## src/rtl/lpi_pkg.sv

```systemverilog
package lpi_pkg;
  localparam int unsigned AW      = 3;
  localparam int unsigned ROW_LSB = 16;
  localparam int unsigned MAXLINE = 4;

  localparam logic [AW-1:0] IDX_STAT = 3'd4;
  localparam logic [AW-1:0] IDX_CLR  = 3'd5;
  localparam logic [AW-1:0] IDX_MASK = 3'd6;
endpackage

```

## src/rtl/lpi_regs.sv

```systemverilog
module lpi_regs
  import lpi_pkg::*;
#(
  parameter int unsigned NLINE = 4,
  parameter int unsigned YW    = 13,
  parameter int unsigned DW    = 32
) (
  input  logic                       clk_i,
  input  logic                       rst_ni,
  input  logic                       wr_en_i,
  input  logic [AW-1:0]              wr_addr_i,
  input  logic [DW-1:0]              wr_data_i,
  output logic [NLINE-1:0][YW-1:0]   row_o,
  output logic [NLINE-1:0]           mask_o,
  output logic [NLINE-1:0]           clr_o
);
  logic [NLINE-1:0][YW-1:0] row_q;
  logic [NLINE-1:0]         mask_q;

  always_ff @(posedge clk_i) begin
    if (!rst_ni) begin
      row_q  <= '0;
      mask_q <= '0;
    end else if (wr_en_i) begin
      for (int i = 0; i < int'(NLINE); i++) begin
        if (wr_addr_i == AW'(i)) row_q[i] <= wr_data_i[ROW_LSB +: YW];
      end
      if (wr_addr_i == IDX_MASK) mask_q <= wr_data_i[NLINE-1:0];
    end
  end

  assign clr_o  = (wr_en_i && (wr_addr_i == IDX_CLR)) ? wr_data_i[NLINE-1:0] : '0;
  assign row_o  = row_q;
  assign mask_o = mask_q;
endmodule

```

## src/rtl/lpi_match.sv

```systemverilog
module lpi_match #(
  parameter int unsigned NLINE = 4,
  parameter int unsigned XW    = 13,
  parameter int unsigned YW    = 13
) (
  input  logic                     pos_valid_i,
  input  logic [XW-1:0]            pos_x_i,
  input  logic [YW-1:0]            pos_y_i,
  input  logic [NLINE-1:0][YW-1:0] row_i,
  output logic [NLINE-1:0]         evt_o
);
  logic at_line_start;
  assign at_line_start = pos_valid_i && (pos_x_i == '0);

  for (genvar gi = 0; gi < NLINE; gi++) begin : g_cmp
    assign evt_o[gi] = at_line_start && (pos_y_i == row_i[gi]);
  end
endmodule

```

## src/rtl/lpi_pending.sv

```systemverilog
module lpi_pending #(
  parameter int unsigned NLINE = 4
) (
  input  logic             clk_i,
  input  logic             rst_ni,
  input  logic [NLINE-1:0] evt_i,
  input  logic [NLINE-1:0] clr_i,
  input  logic [NLINE-1:0] mask_i,
  output logic [NLINE-1:0] stat_o,
  output logic             irq_o
);
  logic [NLINE-1:0] stat_q;

  always_ff @(posedge clk_i) begin
    if (!rst_ni) stat_q <= '0;
    else         stat_q <= (stat_q & ~clr_i) | evt_i;
  end

  assign stat_o = stat_q;
  assign irq_o  = |(stat_q & mask_i);
endmodule

```

## src/rtl/lpi_unit.sv

```systemverilog
module lpi_unit
  import lpi_pkg::*;
#(
  parameter int unsigned NLINE = 4,
  parameter int unsigned XW    = 13,
  parameter int unsigned YW    = 13,
  parameter int unsigned DW    = 32
) (
  input  logic          clk_i,
  input  logic          rst_ni,
  input  logic          pos_valid_i,
  input  logic [XW-1:0] pos_x_i,
  input  logic [YW-1:0] pos_y_i,
  input  logic          wr_en_i,
  input  logic [2:0]    wr_addr_i,
  input  logic [DW-1:0] wr_data_i,
  input  logic [2:0]    rd_addr_i,
  output logic [DW-1:0] rd_data_o,
  output logic          irq_o
);
  logic [NLINE-1:0][YW-1:0] row_w;
  logic [NLINE-1:0]         mask_w;
  logic [NLINE-1:0]         clr_w;
  logic [NLINE-1:0]         evt_w;
  logic [NLINE-1:0]         stat_w;

  lpi_regs #(.NLINE(NLINE), .YW(YW), .DW(DW)) u_regs (
    .clk_i(clk_i), .rst_ni(rst_ni), .wr_en_i(wr_en_i),
    .wr_addr_i(wr_addr_i), .wr_data_i(wr_data_i),
    .row_o(row_w), .mask_o(mask_w), .clr_o(clr_w)
  );

  lpi_match #(.NLINE(NLINE), .XW(XW), .YW(YW)) u_match (
    .pos_valid_i(pos_valid_i), .pos_x_i(pos_x_i), .pos_y_i(pos_y_i),
    .row_i(row_w), .evt_o(evt_w)
  );

  lpi_pending #(.NLINE(NLINE)) u_pend (
    .clk_i(clk_i), .rst_ni(rst_ni), .evt_i(evt_w), .clr_i(clr_w),
    .mask_i(mask_w), .stat_o(stat_w), .irq_o(irq_o)
  );

  always_comb begin
    rd_data_o = '0;
    for (int i = 0; i < int'(NLINE); i++) begin
      if (rd_addr_i == AW'(i)) rd_data_o[ROW_LSB +: YW] = row_w[i];
    end
    if (rd_addr_i == IDX_STAT) rd_data_o[NLINE-1:0] = stat_w;
    if (rd_addr_i == IDX_MASK) rd_data_o[NLINE-1:0] = mask_w;
  end
endmodule

```

## config.mk

```make
export PLATFORM = sky130hd
export DESIGN_NAME = lpi_unit
export DESIGN_NICKNAME = d
export VERILOG_FILES = /design/src/rtl/lpi_pkg.sv /design/src/rtl/lpi_regs.sv /design/src/rtl/lpi_match.sv /design/src/rtl/lpi_pending.sv /design/src/rtl/lpi_unit.sv
export SDC_FILE = /design/constraint.sdc
export NUM_CORES = 1
export LEC_CHECK = 0
export BUFFER_PORTS_ARGS = -buffer_cell sky130_fd_sc_hd__buf_2
export CAP_MARGIN = 10
export CORE_MARGIN = 4
export CORE_UTILIZATION = 50
export DETAILED_ROUTE_END_ITERATION = 16
export GPL_ROUTABILITY_DRIVEN = 0
export PLACE_DENSITY_LB_ADDON = 0.1
export SYNTH_ARGS = -nofsm -noshare
export SYNTH_HDL_FRONTEND = slang
export SYNTH_SLANG_ARGS = --single-unit
```

## constraint.sdc

```tcl
create_clock -name clk_i -period 2.24 [get_ports clk_i]
set_input_delay 0.112 -clock clk_i [delete_from_list [all_inputs] [get_ports clk_i]]
set_output_delay 0.112 -clock clk_i [all_outputs]
set_load 0.01 [all_outputs]
```

# --- After elaboration in Yosys (flattened, before gate mapping) ---
# Cells that the tools add are included.
op_classes:
  eq_ne: 14
  muxes: 7
  n_bitwise: 4
  reduce_logical: 15
op_table:
  columns: ["operator", "count"]
  rows:
  - ["$eq 13x13->1", 4]
  - ["$mux 13", 4]
  - ["$logic_not 13->1", 1]
  - ["$eq 3x2->1 const B", 4]
  - ["$eq 3x3->1 const B", 4]
  - ["$mux 4", 3]
  - ["$reduce_and 2->1", 5]
  - ["$and 4x4->4", 2]
  - ["$eq 3x1->1 const B", 2]
  - ["$logic_and 1x1->1", 6]
  - ["$logic_not 3->1", 2]
  - ["$not 4->4", 1]
  - ["$or 4x4->4", 1]
  - ["$reduce_or 4->1", 1]
word_totals:
  regBits: 60
  input_bits: 68
  out_inout_bits: 33
  elab_cells: 46

# --- Logic depth before layout (Yosys ltp) ---
# Gate-level depths: netlist (run 1).
logic_depth:
  word_depth: 6
  depth_mapped: 5
  depth_no_buf: 4

# --- Modules after synthesis ---
# A second synthesis (run 1) with hierarchy kept.
hier_totals:
  hier_cells: 375
  hier_area_um2: 3482.1
modules_own_cells:
  columns: ["mod", "instances", "cells_each", "area_each_um2"]
  rows:
  - ["lpi_regs", 1, 211, 2117.0]
  - ["lpi_unit", 1, 72, 609.3]
  - ["lpi_match", 1, 77, 601.8]
  - ["lpi_pending", 1, 15, 153.9]

# --- Worst setup path after synthesis (run 1) ---
# No wires, ideal clock.
synth_path:
  path_type: "input to output"
  start: "input rd_addr_i[1]"
  end: "output rd_data_o[25]"
  arrival_time_ns: 1.095
  path_slack_ns: 1.033
  cell_stages: 4
  n_path_buf: 2
  path_cell_list: "buf_4 buf_6 mux4_2 nor2b_1"
synth_between:
  elab_chain_len: 5
synth_rtl:
  columns: ["element", "line", "rtl"]
  rows:
  - ["from (decl)", "lpi_unit.sv:17", "input logic [2:0] rd_addr_i,"]
  - ["$logic_not 3->1", "lpi_unit.sv:46", "if (rd_addr_i == AW'(i)) rd_data_o[ROW_LSB +: YW] = row_w[i];"]
  - ["$mux 13 (3 in series)", "lpi_unit.sv:46", null]
  - ["$mux 13 *", "lpi_unit.sv:46", null]
  - ["to (decl)", "lpi_unit.sv:18", "output logic [DW-1:0] rd_data_o,"]
# Every way passes the cells marked *; elsewhere a longest branch is shown, timed or not.

# --- Final worst setup path (run 1) ---
layout_path:
  start: "register u_regs.row_q (netlist bit u_regs.row_o[49])"
  end: "output rd_data_o[26]"
layout_between:
  elab_chain_len: 1
layout_rtl:
  columns: ["element", "line", "rtl"]
  rows:
  - ["from (decl)", "lpi_regs.sv:17", "logic [NLINE-1:0][YW-1:0] row_q;"]
  - ["from (signal, indexed assignment)", "lpi_regs.sv:26", "if (wr_addr_i == AW'(i)) row_q[i] <= wr_data_i[ROW_LSB +: YW];"]
  - ["$mux 13", "lpi_unit.sv:46", null]
# Every way passes these cells.

==> impl_metrics.json, run 1 <==
{
  "status": "finished, final reports clean",
  "root_buffer": "clkbuf_8",
  "critPathKind": "reg -> out",
  "cp_slowest_stage_delay_ps": 480,
  "path_cells": "mux4_2, nor2b_1, buf_2",
  "vias": 2906,
  "yosys-top-cells-area": "dfxtp_1 (35%), nand2_1 (12%), mux4_2 (8.4%)",
  "area_delta_synth_final_pct": 15.1,
  "crit_required_ps": 2130,
  "startpoint": "u_regs.row_o[49]",
  "fmax_mhz": 637,
  "rows": 30,
  "overflow": 0,
  "final_cell_mix": "nand2_1 (110), buf_2 (70), dfxtp_1 (60)",
  "rr_startpoint": "u_regs.row_o[21]",
  "grt_max_degree": 61,
  "die_x_um": 91.3,
  "layout_commonest_cell": "nand2_1",
  "drc": 0,
  "skew_ps": 4.90,
  "cp.arrival_ps": 1460,
  "slew_headroom": 0.520,
  "wire_per_inst_um": 17.2,
  "initial_core_util": 0.513,
  "clockBufferDepth": 2,
  "fin_crit_ps": 1570,
  "htreeDepth": 3,
  "grt_pass1_vias": 2915,
  "drt_iter0_markers": 155,
  "hpwl_mm": 6.49,
  "syn-cell-area_um2": 3470,
  "r2r_setup_slack_ps": 750,
  "drive_gt1_frac": 0.227,
  "slew_viol_final": 0,
  "dp.cells": 530,
  "finalSetupViolCount": 0,
  "ys_seq_area_frac": 0.346,
  "fill_cells": 633,
  "wl_mm": 9.41,
  "clkLatencyLatePin_ps": 340,
  "die_h_um": 91.3,
  "grt_pass1_wl_mm": 15.0,
  "place_area_um2": 3790,
  "syn_area_per_cell_um2": 8.71,
  "stdcell_area_um2": 3990,
  "cts_buffers": 9,
  "crit_path_end": "rd_data_o[26]",
  "irDropWorstVdd_mv": 0.360,
  "yosys.area.top_type": "dfxtp_1",
  "netlist.area_leader.share": 0.346,
  "coreArea_um2": 6760,
  "p_leak_uw": 0.00163,
  "synth_cells": 398,
  "pin_count": 101,
  "crit_slowest_cell": "mux4_2",
  "final_antenna_net_count": 0,
  "fin_util": 0.591,
  "ctsResizeCount": 0,
  "die_area_um2": 8330,
  "crit_family": "multiplexers",
  "worstReg2RegEnd": "u_pend.stat_o[1]",
  "cts_setup_buffers": 0,
  "cts_tree": "yes",
  "hold_viol": 0,
  "period_share": 0.700,
  "power.density_cell_area_nw_per_um2": 601,
  "fin_tns_setup_ps": 0,
  "cp.depth": 3,
  "cp_max_fo": 3,
  "drv_cap": 0,
  "cts_sinks": 60,
  "ys_types": 31,
  "ys_warn_count": 0,
  "dr.pass1.iters": 4,
  "io_buffers": 70,
  "instances_no_fill": 546,
  "num_antenna_cells": 0,
  "gr-usage-all-layers": 0.235,
  "path_buf_inv": 1,
  "clk_pin_slew_ps": 70,
  "worst-r2r-cell-count": 4,
  "finalNetCount": 529,
  "antenna_found_initial": 0,
  "min_path_type": "in -> reg",
  "worst_pin_slew_ps": 718,
  "end_kind": "output port",
  "cts.hold.buffers_added": 0,
  "ys_ff_latch": 60,
  "vias_per_cell": 5.32,
  "rsz0062_at_grt": "false",
  "start_kind": "register"
}
-- where the power goes --
group | internal, uW | leakage (uW) | total, uW | switching [uW]
Clock | 566 | 0.000109 | 998 | 432
Combinational | 126 | 0.00104 | 294 | 168
Sequential | 1090 | 0.000485 | 1110 | 19.3
Total | 1780 | 0.00163 | 2400 | 619
-- metal layers --
| metal | GRT usage | vias to the layer above | wire (um) |
|---|---|---|---|
| met4 | 0.107 | 0 | 214 |
| met3 | 0.0597 | 13 | 576 |
| met1 | 0.296 | 1366 | 4240 |
| met2 | 0.379 | 90 | 4380 |
| li1 | - | 1437 | - |
| met5 | 0 | - | 0 |
-- cell usage after synthesis, drive strengths merged --
master and number:
and2b 1, nand3b 1, clkbuf 12, nor2 4, a21boi 52, xnor2 20
buf 25, nor3 1, nand4 5, or3 1, a22oi 2, xor2 32
and2 1, nor4 10, nand2b 2, nor3b 2, mux2i 8, nor4b 1
nand3 10, conb 1, mux4 13, nand2 110, and4b 1, nor2b 18
dfxtp 60, o31ai 4, and3 1
-- area by class of cell --
type | instances | area [um^2] | share of cell area
clock buffer | 11 | 151 | 0.0379
clock inverter | 5 | 50.0 | 0.0125
multi-input combinational | 315 | 2100 | 0.526
sequential | 60 | 1200 | 0.301
tap | 80 | 100 | 0.0251
timing repair buffer | 75 | 388 | 0.0972
-- state kept, by name, summed over array words and instances (netlist names) --
register,count
u_regs.row_o,52
u_regs.mask_o,4
u_pend.stat_o,4
-- worst register-to-register path, stage by stage, from the launching register on --
cell and delay [ps]:
dfxtp_1 340, xor2_1 170, nor4_1 440, nand3_1 200
o31ai_1 250
-- logic make-up (layout without fill, tap and decap cells) --
kind of cell,after synthesis,in the layout,share of synthesized area
mux,21,21,0.108
flops,60,60,0.346
xor+xnor,52,52,0.131
simple gates,169,169,0.225
compound gates,58,58,0.126
buf+inv,37,91,0.0632
other cells,1,15,0.00108
-- per-stage QoR --
| step | setup slack (ps) | hold WS, ps | total power, uW |
|---|---|---|---|
| 2_1_floorplan | 1030 | 247 | 1320 |
| 3_3_place_gp | 736 | 386 | 1420 |
| 3_5_place_dp | 729 | 392 | 1420 |
| 4_1_cts | 656 | 25.1 | 2420 |
| 5_1_grt | 599 | 22.2 | 2510 |
| 6_report | 671 | 36.5 | 2400 |
-- worst min path at each step --
stage / from / endpoint / slack (ps) / cells after the start
after floorplan: wr_data_i[16] / u_regs.row_o[13] / 250 / 2
after global placement: wr_data_i[20] / u_regs.row_o[30] / 390 / 3
after detailed placement: wr_data_i[18] / u_regs.row_o[2] / 390 / 3
after CTS: wr_data_i[19] / u_regs.row_o[42] / 30 / 3
after global routing: wr_data_i[23] / u_regs.row_o[20] / 20 / 3
final: wr_data_i[19] / u_regs.row_o[42] / 40 / 3
Note: power is estimated with default switching activity, not from simulation.
==> run 2, diff against run 1 <==
clock period = 1.5 ns   (was 2.24 ns; I/O delays follow)
==> impl_metrics.json, run 2 (synthesis results as in run 1) <==
{
  "status": "complete, but fails checks",
  "violations": "hold timing",
  "coreArea_um2": 6760,
  "drv_cap": 0,
  "start_kind": "register",
  "cts_tree": "yes",
  "drive_gt1_frac": 0.340,
  "pin_count": 101,
  "grt_pass1_vias": 2915,
  "clk_pin_slew_ps": 70,
  "instances_no_fill": 574,
  "root_buffer": "clkbuf_8",
  "io_buffers": 70,
  "slew_headroom": 0.653,
  "slew_viol_final": 0,
  "wl_mm": 9.72,
  "path_cells": "mux4_2, nor2b_1, buf_2",
  "cp.arrival_ps": 1420,
  "crit_required_ps": 1420,
  "finalNetCount": 557,
  "cts_sinks": 60,
  "fin_crit_ps": 1500,
  "hpwl_mm": 6.59,
  "clockBufferDepth": 2,
  "largest_reg_flops": 52,
  "total_power_uw": 3510,
  "irDropWorstVdd_mv": 0.770,
  "initial_core_util": 0.513,
  "drt_iter0_markers": 123,
  "min_path_type": "in -> reg",
  "area_delta_synth_final_pct": 24.7,
  "wire_per_inst_um": 16.9,
  "vias": 3056,
  "layout_commonest_cell": "nand2_1",
  "stdcell_area_um2": 4320,
  "rows": 30,
  "crit_slowest_cell": "mux4_2",
  "vias_per_cell": 5.32,
  "skew_ps": 6.97,
  "fin_tns_setup_ps": 0,
  "critPathKind": "reg -> out",
  "drc": 0,
  "die_x_um": 91.3,
  "end_kind": "output port",
  "power.density_cell_area_nw_per_um2": 812,
  "cts_buffers": 9,
  "clkLatencyLatePin_ps": 340,
  "gr-usage-all-layers": 0.235,
  "fmax_mhz": 667,
  "period_share": 0.999,
  "worst_pin_slew_ps": 521,
  "crit_family": "multiplexers",
  "cp.depth": 3,
  "rsz0062_at_grt": "true",
  "p_leak_uw": 0.00178,
  "num_antenna_cells": 0,
  "die_h_um": 91.3,
  "dp.cells": 537,
  "cp_max_fo": 3,
  "finalSetupViolCount": 0,
  "grt_max_degree": 61,
  "hold_viol": 2,
  "cp_slowest_stage_delay_ps": 460,
  "worst-r2r-cell-count": 5,
  "path_buf_inv": 1,
  "timing.hold.ws_ps": -7.24,
  "final_antenna_net_count": 0,
  "htreeDepth": 3,
  "antenna_found_initial": 0,
  "place_area_um2": 3850,
  "min_path_cells": 3,
  "final_cell_mix": "nand2_1 (110), buf_2 (66), dfxtp_2 (40)",
  "grt_pass1_wl_mm": 15.1,
  "overflow": 0,
  "die_area_um2": 8330,
  "dr.pass1.iters": 4
}
[run 2: tightest hold or removal path, delay by kind of cell]
family / cells / cell delay [ps]
AND/OR/NAND/NOR: 1 / 50
buffers and inverters: 1 / 120
AO/OA/AOI/OAI: 1 / 50
[run 2: worst paths after layout]
kind,start,endpoint,slack (ps)
hold reg to reg,u_regs.row_o[51],u_regs.row_o[51],460
hold / removal,wr_data_i[18],u_regs.row_o[2],-7
setup / recovery,u_regs.row_o[37],rd_data_o[27],0.9
setup reg to reg,u_regs.row_o[27],u_pend.stat_o[2],120
[run 2: layout make-up]
cell class / count / area [um^2]
timing repair buffer: 103 / 656
sequential: 60 / 1250
clock buffer: 15 / 176
fill: 614 / 2430
multi-input combinational: 315 / 2140
clock inverter: 1 / 5.00
tap: 80 / 100
[run 2: timing repair]
item | CTS | global route
setup endpoints to repair | 8 | 14
hold endpoints to repair | 16 | 0
pin swaps | 0 | 0
resized for setup | 13 | 39
buffers inserted | 6 | 7
hold buffers | 8 | 0
[run 2: where the power goes]
group / leakage [uW] / total (uW) / internal [uW] / switching [uW]
Clock: 0.0000937 / 1360 / 735 / 629
Sequential: 0.000505 / 1660 / 1630 / 26.4
Combinational: 0.00118 / 491 / 227 / 264
Total: 0.00178 / 3510 / 2590 / 919
[run 2: routing by layer]
| layer | up-vias | track usage | routed length, um |
|---|---|---|---|
| met2 | 116 | 0.382 | 4470 |
| met5 | - | 0 | 0 |
| li1 | 1491 | - | - |
| met3 | 12 | 0.0406 | 768 |
| met4 | 0 | 0.0992 | 178 |
| met1 | 1437 | 0.307 | 4300 |
[run 2: per-stage QoR]
| stage | utilization | worst slack, ps |
|---|---|---|
| after floorplan | - | 367 |
| after global placement | 0.570 | 209 |
| after detailed placement | 0.570 | 194 |
| after CTS | 0.618 | 0.199 |
| after global routing | 0.640 | -29.0 |
| final | 0.640 | 0.883 |
